[config.mk]
export PLATFORM = sky130hd
export DESIGN_NAME = vram_port_arbiter
export DESIGN_NICKNAME = d
export VERILOG_FILES = /design/src/rtl/vpa_pkg.sv /design/src/rtl/vpa_priority_pick.sv /design/src/rtl/vpa_refresh_timer.sv /design/src/rtl/vpa_cbr_seq.sv /design/src/rtl/vram_port_arbiter.sv
export SDC_FILE = /design/constraint.sdc
export NUM_CORES = 1
export LEC_CHECK = 0
export CAP_MARGIN = 20
export CORE_MARGIN = 2
export CORE_UTILIZATION = 45
export CTS_CLUSTER_SIZE = 20
export DETAILED_ROUTE_END_ITERATION = 8
export GPL_TIMING_DRIVEN = 0
export PLACE_DENSITY = 0.74
export SLEW_MARGIN = 10
export SYNTH_ARGS = -nofsm -noshare
export SYNTH_HDL_FRONTEND = slang
export SYNTH_SLANG_ARGS = --single-unit
[constraint.sdc]
create_clock -name clk -period 2.45 [get_ports clk]
set_clock_uncertainty 0.2 [all_clocks]
set_input_delay 0.245 -clock clk [delete_from_list [all_inputs] [get_ports clk]]
set_output_delay 0.245 -clock clk [all_outputs]
set_load 0.05 [all_outputs]
[src/rtl/vpa_pkg.sv]
package vpa_pkg;
    localparam int NUM_CLS = 5;

    typedef enum logic [2:0] {
        PH_IDLE,
        PH_LEAD,
        PH_RASLO,
        PH_HOLD,
        PH_PRE
    } cbr_phase_e;
endpackage

[src/rtl/vpa_priority_pick.sv]
module vpa_priority_pick #(
    parameter int N = 5
) (
    input  logic [N-1:0] req_i,
    output logic [N-1:0] pick_o
);
    logic [N:0] seen;
    assign seen[0] = 1'b0;
    for (genvar i = 0; i < N; i++) begin : g_chain
        assign seen[i+1]  = seen[i] | req_i[i];
        assign pick_o[i]  = req_i[i] & ~seen[i];
    end
endmodule

[src/rtl/vpa_refresh_timer.sv]
module vpa_refresh_timer #(
    parameter int IVL_W = 16
) (
    input  logic             clk,
    input  logic             rst_n,
    input  logic [IVL_W-1:0] interval_i,
    input  logic             take_i,
    output logic             pend_o,
    output logic             missed_o
);
    typedef struct packed {
        logic [IVL_W-1:0] cnt;
        logic             pend;
        logic             missed;
    } tmr_t;

    tmr_t tmr_d, tmr_q;
    logic tick;

    always_comb begin
        tmr_d = tmr_q;
        tick  = (interval_i != '0) && (tmr_q.cnt >= interval_i - IVL_W'(1));
        if (interval_i == '0 || tick) tmr_d.cnt = '0;
        else                          tmr_d.cnt = tmr_q.cnt + IVL_W'(1);
        tmr_d.pend = (tmr_q.pend & ~take_i) | tick;
        if (tick && tmr_q.pend && !take_i) tmr_d.missed = 1'b1;
    end

    always_ff @(posedge clk or negedge rst_n) begin
        if (!rst_n) tmr_q <= '0;
        else        tmr_q <= tmr_d;
    end

    assign pend_o   = tmr_q.pend;
    assign missed_o = tmr_q.missed;

    a_r9_missed_on_overlap: assert property (@(posedge clk) disable iff (!rst_n)
        (tick && pend_o && !take_i) |=> missed_o);
    a_r9_missed_sticky: assert property (@(posedge clk) disable iff (!rst_n)
        missed_o |=> missed_o);
endmodule

[src/rtl/vpa_cbr_seq.sv]
module vpa_cbr_seq
    import vpa_pkg::*;
#(
    parameter int LEAD_W      = 4,
    parameter int RAS_LOW_CYC = 4,
    parameter int PRE_CYC     = 2
) (
    input  logic              clk,
    input  logic              rst_n,
    input  logic              start_i,
    input  logic [LEAD_W-1:0] lead_i,
    output logic              busy_o,
    output logic              ras_n_o,
    output logic              cas_n_o
);
    localparam int CW = LEAD_W + $clog2(RAS_LOW_CYC + PRE_CYC + 2);

    typedef struct packed {
        cbr_phase_e    ph;
        logic [CW-1:0] cnt;
        logic          ras_n;
        logic          cas_n;
    } seq_t;

    seq_t seq_d, seq_q;
    logic [LEAD_W-1:0] lead_eff;

    assign lead_eff = (lead_i == '0) ? LEAD_W'(1) : lead_i;

    always_comb begin
        seq_d = seq_q;
        unique case (seq_q.ph)
            PH_IDLE: if (start_i) begin
                seq_d.ph    = PH_LEAD;
                seq_d.cnt   = CW'(lead_eff) - CW'(1);
                seq_d.cas_n = 1'b0;
            end
            PH_LEAD: if (seq_q.cnt == '0) begin
                seq_d.ph    = PH_RASLO;
                seq_d.cnt   = CW'(RAS_LOW_CYC - 1);
                seq_d.ras_n = 1'b0;
            end else seq_d.cnt = seq_q.cnt - CW'(1);
            PH_RASLO: if (seq_q.cnt == '0) begin
                seq_d.ph    = PH_HOLD;
                seq_d.ras_n = 1'b1;
            end else seq_d.cnt = seq_q.cnt - CW'(1);
            PH_HOLD: begin
                seq_d.ph    = PH_PRE;
                seq_d.cnt   = CW'(PRE_CYC - 1);
                seq_d.cas_n = 1'b1;
            end
            PH_PRE: if (seq_q.cnt == '0) seq_d.ph = PH_IDLE;
                    else seq_d.cnt = seq_q.cnt - CW'(1);
            default: seq_d.ph = PH_IDLE;
        endcase
    end

    always_ff @(posedge clk or negedge rst_n) begin
        if (!rst_n) seq_q <= '{ph: PH_IDLE, cnt: '0, ras_n: 1'b1, cas_n: 1'b1};
        else        seq_q <= seq_d;
    end

    assign busy_o  = (seq_q.ph != PH_IDLE);
    assign ras_n_o = seq_q.ras_n;
    assign cas_n_o = seq_q.cas_n;

    a_r8_cas_under_ras: assert property (@(posedge clk) disable iff (!rst_n)
        !ras_n_o |-> !cas_n_o);
    a_r8_cas_before_ras: assert property (@(posedge clk) disable iff (!rst_n)
        $fell(ras_n_o) |-> $past(!cas_n_o));
    a_r8_strobes_idle: assert property (@(posedge clk) disable iff (!rst_n)
        !busy_o |-> (ras_n_o && cas_n_o));
endmodule

[src/rtl/vram_port_arbiter.sv]
module vram_port_arbiter
    import vpa_pkg::*;
#(
    parameter int IVL_W       = 16,
    parameter int LEAD_W      = 4,
    parameter int ADDR_W      = 10,
    parameter int RAS_LOW_CYC = 4,
    parameter int PRE_CYC     = 2
) (
    input  logic              clk,
    input  logic              rst_n,
    input  logic [IVL_W-1:0]  refresh_interval_i,
    input  logic [LEAD_W-1:0] cbr_lead_i,
    input  logic [4:0]        req_i,
    input  logic [4:0]        done_i,
    input  logic [ADDR_W-1:0] split_addr_i,
    output logic [4:0]        gnt_o,
    output logic [ADDR_W-1:0] port_addr_o,
    output logic              refresh_busy_o,
    output logic              ras_n_o,
    output logic              cas_n_o,
    output logic              missed_refresh_o
);
    typedef struct packed {
        logic [NUM_CLS-1:0] gnt;
        logic [ADDR_W-1:0]  addr;
    } arb_t;

    arb_t arb_d, arb_q;
    logic [NUM_CLS-1:0] pick;
    logic pend, cbr_busy, port_idle, start_cbr;

    vpa_priority_pick #(.N(NUM_CLS)) u_pick (.req_i(req_i), .pick_o(pick));

    vpa_refresh_timer #(.IVL_W(IVL_W)) u_timer (
        .clk(clk), .rst_n(rst_n), .interval_i(refresh_interval_i),
        .take_i(start_cbr), .pend_o(pend), .missed_o(missed_refresh_o));

    vpa_cbr_seq #(.LEAD_W(LEAD_W), .RAS_LOW_CYC(RAS_LOW_CYC), .PRE_CYC(PRE_CYC)) u_cbr (
        .clk(clk), .rst_n(rst_n), .start_i(start_cbr), .lead_i(cbr_lead_i),
        .busy_o(cbr_busy), .ras_n_o(ras_n_o), .cas_n_o(cas_n_o));

    assign port_idle = (arb_q.gnt == '0) && !cbr_busy;
    assign start_cbr = port_idle && pend;

    always_comb begin
        arb_d = arb_q;
        if (arb_q.gnt != '0) begin
            if ((arb_q.gnt & done_i) != '0) begin
                arb_d.gnt  = '0;
                arb_d.addr = '0;
            end
        end else if (port_idle && !pend && (req_i != '0)) begin
            arb_d.gnt  = pick;
            arb_d.addr = pick[0] ? split_addr_i : '0;
        end
    end

    always_ff @(posedge clk or negedge rst_n) begin
        if (!rst_n) arb_q <= '0;
        else        arb_q <= arb_d;
    end

    assign gnt_o          = arb_q.gnt;
    assign port_addr_o    = arb_q.addr;
    assign refresh_busy_o = cbr_busy;

    a_r3_onehot_grant: assert property (@(posedge clk) disable iff (!rst_n)
        $onehot0(gnt_o));
    a_r4_no_preempt: assert property (@(posedge clk) disable iff (!rst_n)
        ((gnt_o != '0) && ((gnt_o & done_i) == '0)) |=> (gnt_o == $past(gnt_o)));
    a_r5_release_on_done: assert property (@(posedge clk) disable iff (!rst_n)
        ((gnt_o & done_i) != '0) |=> (gnt_o == '0));
    a_r7_refresh_exclusive: assert property (@(posedge clk) disable iff (!rst_n)
        refresh_busy_o |-> (gnt_o == '0));
    a_r10_addr_held: assert property (@(posedge clk) disable iff (!rst_n)
        (gnt_o[0] && $past(gnt_o[0])) |-> $stable(port_addr_o));
endmodule

## Yosys cells after proc, flatten, opt, wreduce, memory -nomap -nowiden

Cells that the tools add are included.

| word-level totals | value |
|---|---|
| register bits after elaboration | 45 |
| word-level logic and storage cells | 89 |
| input bits | 42 |
| output and inout bits | 19 |

| cells by class | value |
|---|---|
| eq/ne operators | 10 |
| add/sub/neg operators | 4 |
| mux-type cells | 19 |
| reduce and logical (&&, ||, !) cells | 31 |
| magnitude comparators | 1 |
| bitwise gates (word level) | 15 |

Operators by type and width:

| cell | number |
|---|---|
| 15-bit 2-to-1 mux | 3 |
| 7-bit case mux with 4 select lines | 1 |
| 10-bit 2-to-1 mux | 2 |
| 16-bit by 1-bit adder with 16-bit output, second input constant | 1 |
| 16-bit greater-or-equal comparator | 1 |
| 16-bit zero test | 1 |
| 16-bit 2-to-1 mux | 1 |
| 16-bit nonzero test | 1 |
| 16-bit by 1-bit subtractor with 16-bit output, second input constant | 1 |
| 3-bit case mux with 5 select lines | 1 |
| 5-bit nonzero test | 3 |
| 7-bit 2-to-1 mux | 2 |
| 3-bit 2-to-1 mux | 3 |
| 2-bit by 1-bit != test with 1-bit output, second input constant | 4 |
| 1-bit logical AND | 7 |
| 7-bit zero test | 1 |
| 7-bit by 1-bit subtractor with 7-bit output, second input constant | 1 |
| 3-bit by 2-bit equality test with 1-bit output, second input constant | 2 |
| 3-bit AND reduction | 2 |
| 2-bit nonzero test | 3 |
| 1-bit bitwise AND | 5 |
| 5-bit bitwise AND | 1 |
| 5-bit zero test | 1 |
| 1-bit NOT | 5 |
| other kinds (17) | 27 |

## Longest topological paths before layout

| logic depth | value |
|---|---|
| word-level depth | 7 |
| depth in mapped cells | 12 |
| mapped depth without buffers | 11 |

## Cells and area by module

From an unflattened synthesis, not the netlist that was laid out.

| unflattened totals | value |
|---|---|
| cell total of the unflattened synthesis | 350 |
| area, all modules | 3279.4 um^2 |

Modules (own cells, without submodules):

| module | sequential area each (um^2) | area an instance (um^2) | times used | cells each |
|---|---|---|---|---|
| vpa_refresh_timer | 450.4 | 1525.2 | 1 | 161 |
| vpa_cbr_seq | 302.8 | 965.9 | 1 | 118 |
| vram_port_arbiter | 375.4 | 733.2 | 1 | 65 |
| vpa_priority_pick | 0.0 | 55.1 | 1 | 6 |

## Worst setup path before layout

OpenSTA, ideal clock, no wires.

| timing path | value |
|---|---|
| path kind | input to register |
| start point | input port refresh_interval_i[4] |
| end point | register u_timer.tmr_q[10] (netlist name) |
| path buffers | 1 |
| path slack | -0.492 ns |
| required time | 2.118 ns |
| cell stages on the path | 11 |
| setup time | 0.132 ns |
| arrival | 2.611 ns |
| path through | nor4_1 nand2_1 nor4_1 xnor2_1 ha_1 nand4_1 nor3_1 o311ai_0 nand3_1 clkbuf_1 nor2_1 |

RTL lines:

| element | RTL line | RTL |
|---|---|---|
| from (decl) | vram_port_arbiter.sv:12 | `input logic [IVL_W-1:0] refresh_interval_i,` |
| to (signal assigned) | vpa_refresh_timer.sv:31 | `else tmr_q <= tmr_d;` |
| to (decl) | vpa_refresh_timer.sv:17 | `tmr_t tmr_d, tmr_q;` |

## Worst setup path in the final report

| timing path | value |
|---|---|
| start point | register u_cbr.seq_q[2] (netlist name) |
| end point | register u_cbr.seq_q[7] (netlist name) |

| on the way | value |
|---|---|
| cells in the longest elaborated chain, start to end | 3 |
| elaborated cells on any way between the ends | 7 |
| those cells by class | add/sub (1); eq/ne (1); mux (3); reduce/logical (2) |

Ends and longest elaborated chain:

| element | RTL line | RTL |
|---|---|---|
| from (decl) | vpa_cbr_seq.sv:25 | `seq_t seq_d, seq_q;` |
| from (signal assigned) | vpa_cbr_seq.sv:59 | `if (!rst_n) seq_q <= '{ph: PH_IDLE, cnt: '0, ras_n: 1'b1, cas_n: 1'b1};` |
| from (signal assigned) | vpa_cbr_seq.sv:60 | `else seq_q <= seq_d;` |
| 7-bit by 1-bit subtractor with 7-bit output / 7-bit zero test (equally long branches) | n/a |  |
| 7-bit 2-to-1 mux, or another cell as far along | vpa_cbr_seq.sv:43, vpa_cbr_seq.sv:52 |  |
| 7-bit case mux with 4 select lines / 3-bit AND reduction (equally long branches) | n/a |  |

Parallel ways exist; a longest one is shown, timed or not. The select of a mux whose other input is x is not followed.
A chain may end at the register's enable or synchronous reset.

==> flow_summary.ini <==
[run_status]
status = finished, violations left
violations = setup timing

[layout]
nets = 482
fillers = 523
area_growth_pct = 43.8
stdcell_count = 497
num_antenna_cells = 0
drive_gt1_share_pct = 24.8

[die]
io_pins = 61
die_w_um = 85.6
die-area_um2 = 7320
start_util_pct = 46.9
die_y_um = 85.6
rows = 29
core_um2 = 6390

[setup_path]
cp.arrival_ns = 2.53
cpPeakStageDelay_ns = 0.50
required_ns = 2.43
path_max_fanout = 5
setup.worst_path.class = flop to flop
cp-start-kind = flop
endpoint_kind = flop
crit_chain = inv_2 > ha_4 > or4b_4 > or3_4 > buf_4 > a31oi_4 > nor2_1 > a211o_1
cpMaxStageDelayCell = or4b_4

[pwr]
p_sw_mw = 2.18
clkPwrFrac_pct = 12.1
power.density_nw_per_um2 = 1100
leakage_nw = 1.84
internal-power_mw = 2.55
p_sw_share_pct = 46.0
vdd_drop_max_mv = 0.943
share_seq_of_total_power_pct = 25.1
comb_power_share_pct = 62.9

[clock_tree]
cts_buffer_depth = 2
cts_buffers = 5
clkTransAtPathRegs_ns = 0.09
cts_sinks = 45
htreeDepth = 2
cts_tree = done
root_buffer = clkbuf_8
clk_latency_ns = 0.30

[sta]
tightest_slew_ns = 0.837
finalCritPeriodShare_pct = 104
fmax_mhz = 393
min_period_ns = 2.55
slew_violations = 0
hold_viol_final = 0
setup_viol = 13
relSlewSlack_pct = 44.0
rsz0062_at_grt = yes
layout_setup_ws_ns = -0.0975

[place]
io_buffers = 60
finalWeightedCongestion = 0.851
place_hpwl_mm = 5.36
place_ws_ns = -0.994
dpl.cell_count = 465

[route]
num_vias = 2829
dr_wl_met3_um = 366
drt_iter0_drc = 154
wl_met1_mm = 3.25
wire_per_inst_um = 15.5
routed-wl-met2_mm = 3.95
first_pass_iters = 4
ant_nets = 0
drt-total-wl_mm = 7.69
vias_per_cell = 5.69
top_layer_used = met4
post-route-drc-count = 0

[synth]
async_flop_share_pct = 100
synthFlopType = dfrtp_1
ys_seq_area_share_pct = 37.7
yosys.area.top_type = dfrtp_1
syn-cell-area_um2 = 3000
synth_area_leaders = dfrtp_1, ha_1, nor2_1
synth-edff-count = 0
yosysTopAreaCellShare_pct = 35.9
synth_cell_types = 60
synthCells = 327
yosysWarningCount = 0
ys_ff_latch = 45
avgSynthCellArea_um2 = 9.16
syn_nets = 390

[global_routing]
grt_antenna_before_repair = 0
grt_pass1_vias = 2781
grt_usage_pct = 22.0
grt_pass1_wl_mm = 13.1
grt_max_degree = 35
grt_overflow = 0

[min_path]
hold_path.class = primary input to asynchronous set/reset pin

[flow_run]
cap_violations = 0
worst max-delay path: cells and delay by family (launching register included):
family	cells	cell delay [ns]
flip-flops	1	0.43
AO/OA/AOI/OAI	2	0.51
buffers and inverters	2	0.23
adder cells (fa/ha/maj)	1	0.12
AND/OR/NAND/NOR	3	0.95
flip-flops by register name, summed over array words and instances (netlist names):
| signal | flops |
|---|---|
| u_timer.tmr_q | 16 |
| u_timer.missed_o | 1 |
| gnt_o | 5 |
| u_cbr.cas_n_o | 1 |
| port_addr_o | 10 |
| u_timer.pend_o | 1 |
| u_cbr.seq_q | 10 |
| u_cbr.ras_n_o | 1 |
stage by stage:
stage | setup TNS, ns | hold slack [ns] | instance area (um2) | utilization [%] | power [mW]
global placement | -31.19 | 0.274 | 3760 | 58.9 | 3.51
CTS | -0.595 | 0.156 | 4140 | 64.9 | 4.35
floorplan | -0.469 | -0.251 | 3070 | - | 2.90
global route | -3.67 | 0.197 | 4310 | 67.5 | 5.05
finish | -0.453 | 0.159 | 4310 | 67.5 | 4.73
detailed placement | -19.55 | -0.0490 | 3780 | 59.1 | 3.57
layer usage:
metal  vias up  track usage, %
met3        10            3.08
li1       1385               -
met1      1335            28.8
met4         0            8.37
met5         -               0
met2        99            37.0
final cells by class:
class | count | area (um2) | share of cell area, %
plain buffers | 11 | 65.1 | 1.51
clock buffers | 6 | 72.6 | 1.68
clock inverters | 2 | 38.8 | 0.900
inverters | 10 | 37.5 | 0.871
multi-input cells | 261 | 2080 | 48.2
flip-flops and latches | 45 | 1130 | 26.2
well taps | 77 | 96.3 | 2.24
repair buffers | 85 | 792 | 18.4
worst paths after layout:
path | cells past startpoint | start | slack [ns] | endpoint
max in group asynchronous | 3 | rst_n | 1.41 | u_cbr.seq_q[2]$_DFFE_PN0P_
max | 8 | u_cbr.seq_q[2]$_DFFE_PN0P_ | -0.1 | u_cbr.seq_q[7]$_DFFE_PN0P_
max reg2reg | 8 | u_cbr.seq_q[2]$_DFFE_PN0P_ | -0.1 | u_cbr.seq_q[7]$_DFFE_PN0P_
min reg2reg | 2 | u_cbr.ras_n_o$_DFFE_PN1P_ | 0.29 | u_cbr.ras_n_o$_DFFE_PN1P_
min in group clk | 2 | u_cbr.ras_n_o$_DFFE_PN1P_ | 0.29 | u_cbr.ras_n_o$_DFFE_PN1P_
min | 2 | rst_n | 0.16 | u_cbr.seq_q[11]$_DFFE_PN0P_
timing repair:
action,CTS,global route
endpoints found under the hold margin,45,0
gates cloned,1,0
buffers inserted,17,6
endpoints found under the setup margin,40,36
hold buffers,1,0
gates resized for setup,82,41
pin swaps,26,21
synthesized netlist by cell type (3+ instances only):
cell type / instances
ha_1: 21
nand2_1: 28
a22o_1: 10
and3_1: 4
inv_1: 10
nand2b_1: 6
dfrtp_1: 43
nor2_1: 38
a211oi_1: 4
o31ai_1: 4
nand4_1: 4
xor2_1: 16
nor4_1: 9
a21oi_1: 15
nor3_1: 13
o21ai_0: 12
xnor2_1: 13
mux2_2: 3
clkbuf_1: 7
a22oi_1: 3
nand3_1: 13
nor2b_1: 4
power by group through the flow:
stage | clock network, mW | registers (mW) | logic [mW]
2_1_floorplan | 0 | 1.42 | 1.48
3_3_place_gp | 0 | 1.18 | 2.33
3_5_place_dp | 0 | 1.19 | 2.37
4_1_cts | 0.590 | 1.17 | 2.59
5_1_grt | 0.613 | 1.22 | 3.22
6_report | 0.571 | 1.19 | 2.97
logic make-up (layout without fill, tap and decap cells):
logic type,Yosys count,count (layout),share of synthesized area [%]
AND/OR/NAND/NOR,137,137,23.5
AO/OA/AOI/OAI,70,70,17.2
buffers and inverters,21,114,2.97
multiplexers,4,4,1.46
flip-flops,45,45,37.7
adder cells (fa/ha/maj),21,21,8.77
XOR/XNOR,29,29,8.48
cell usage in the layout, fill, tap and decap left out, drive strengths merged, types with 13 or more instances in the layout:
cell,n
nor2,38
clkbuf,13
nand3,13
xnor2,13
clkdlybuf4s50,45
xor2,16
buf,41
nor3,14
a21oi,15
ha,21
dfrtp,43
nand2,28
(Power assumes the default switching activity.)
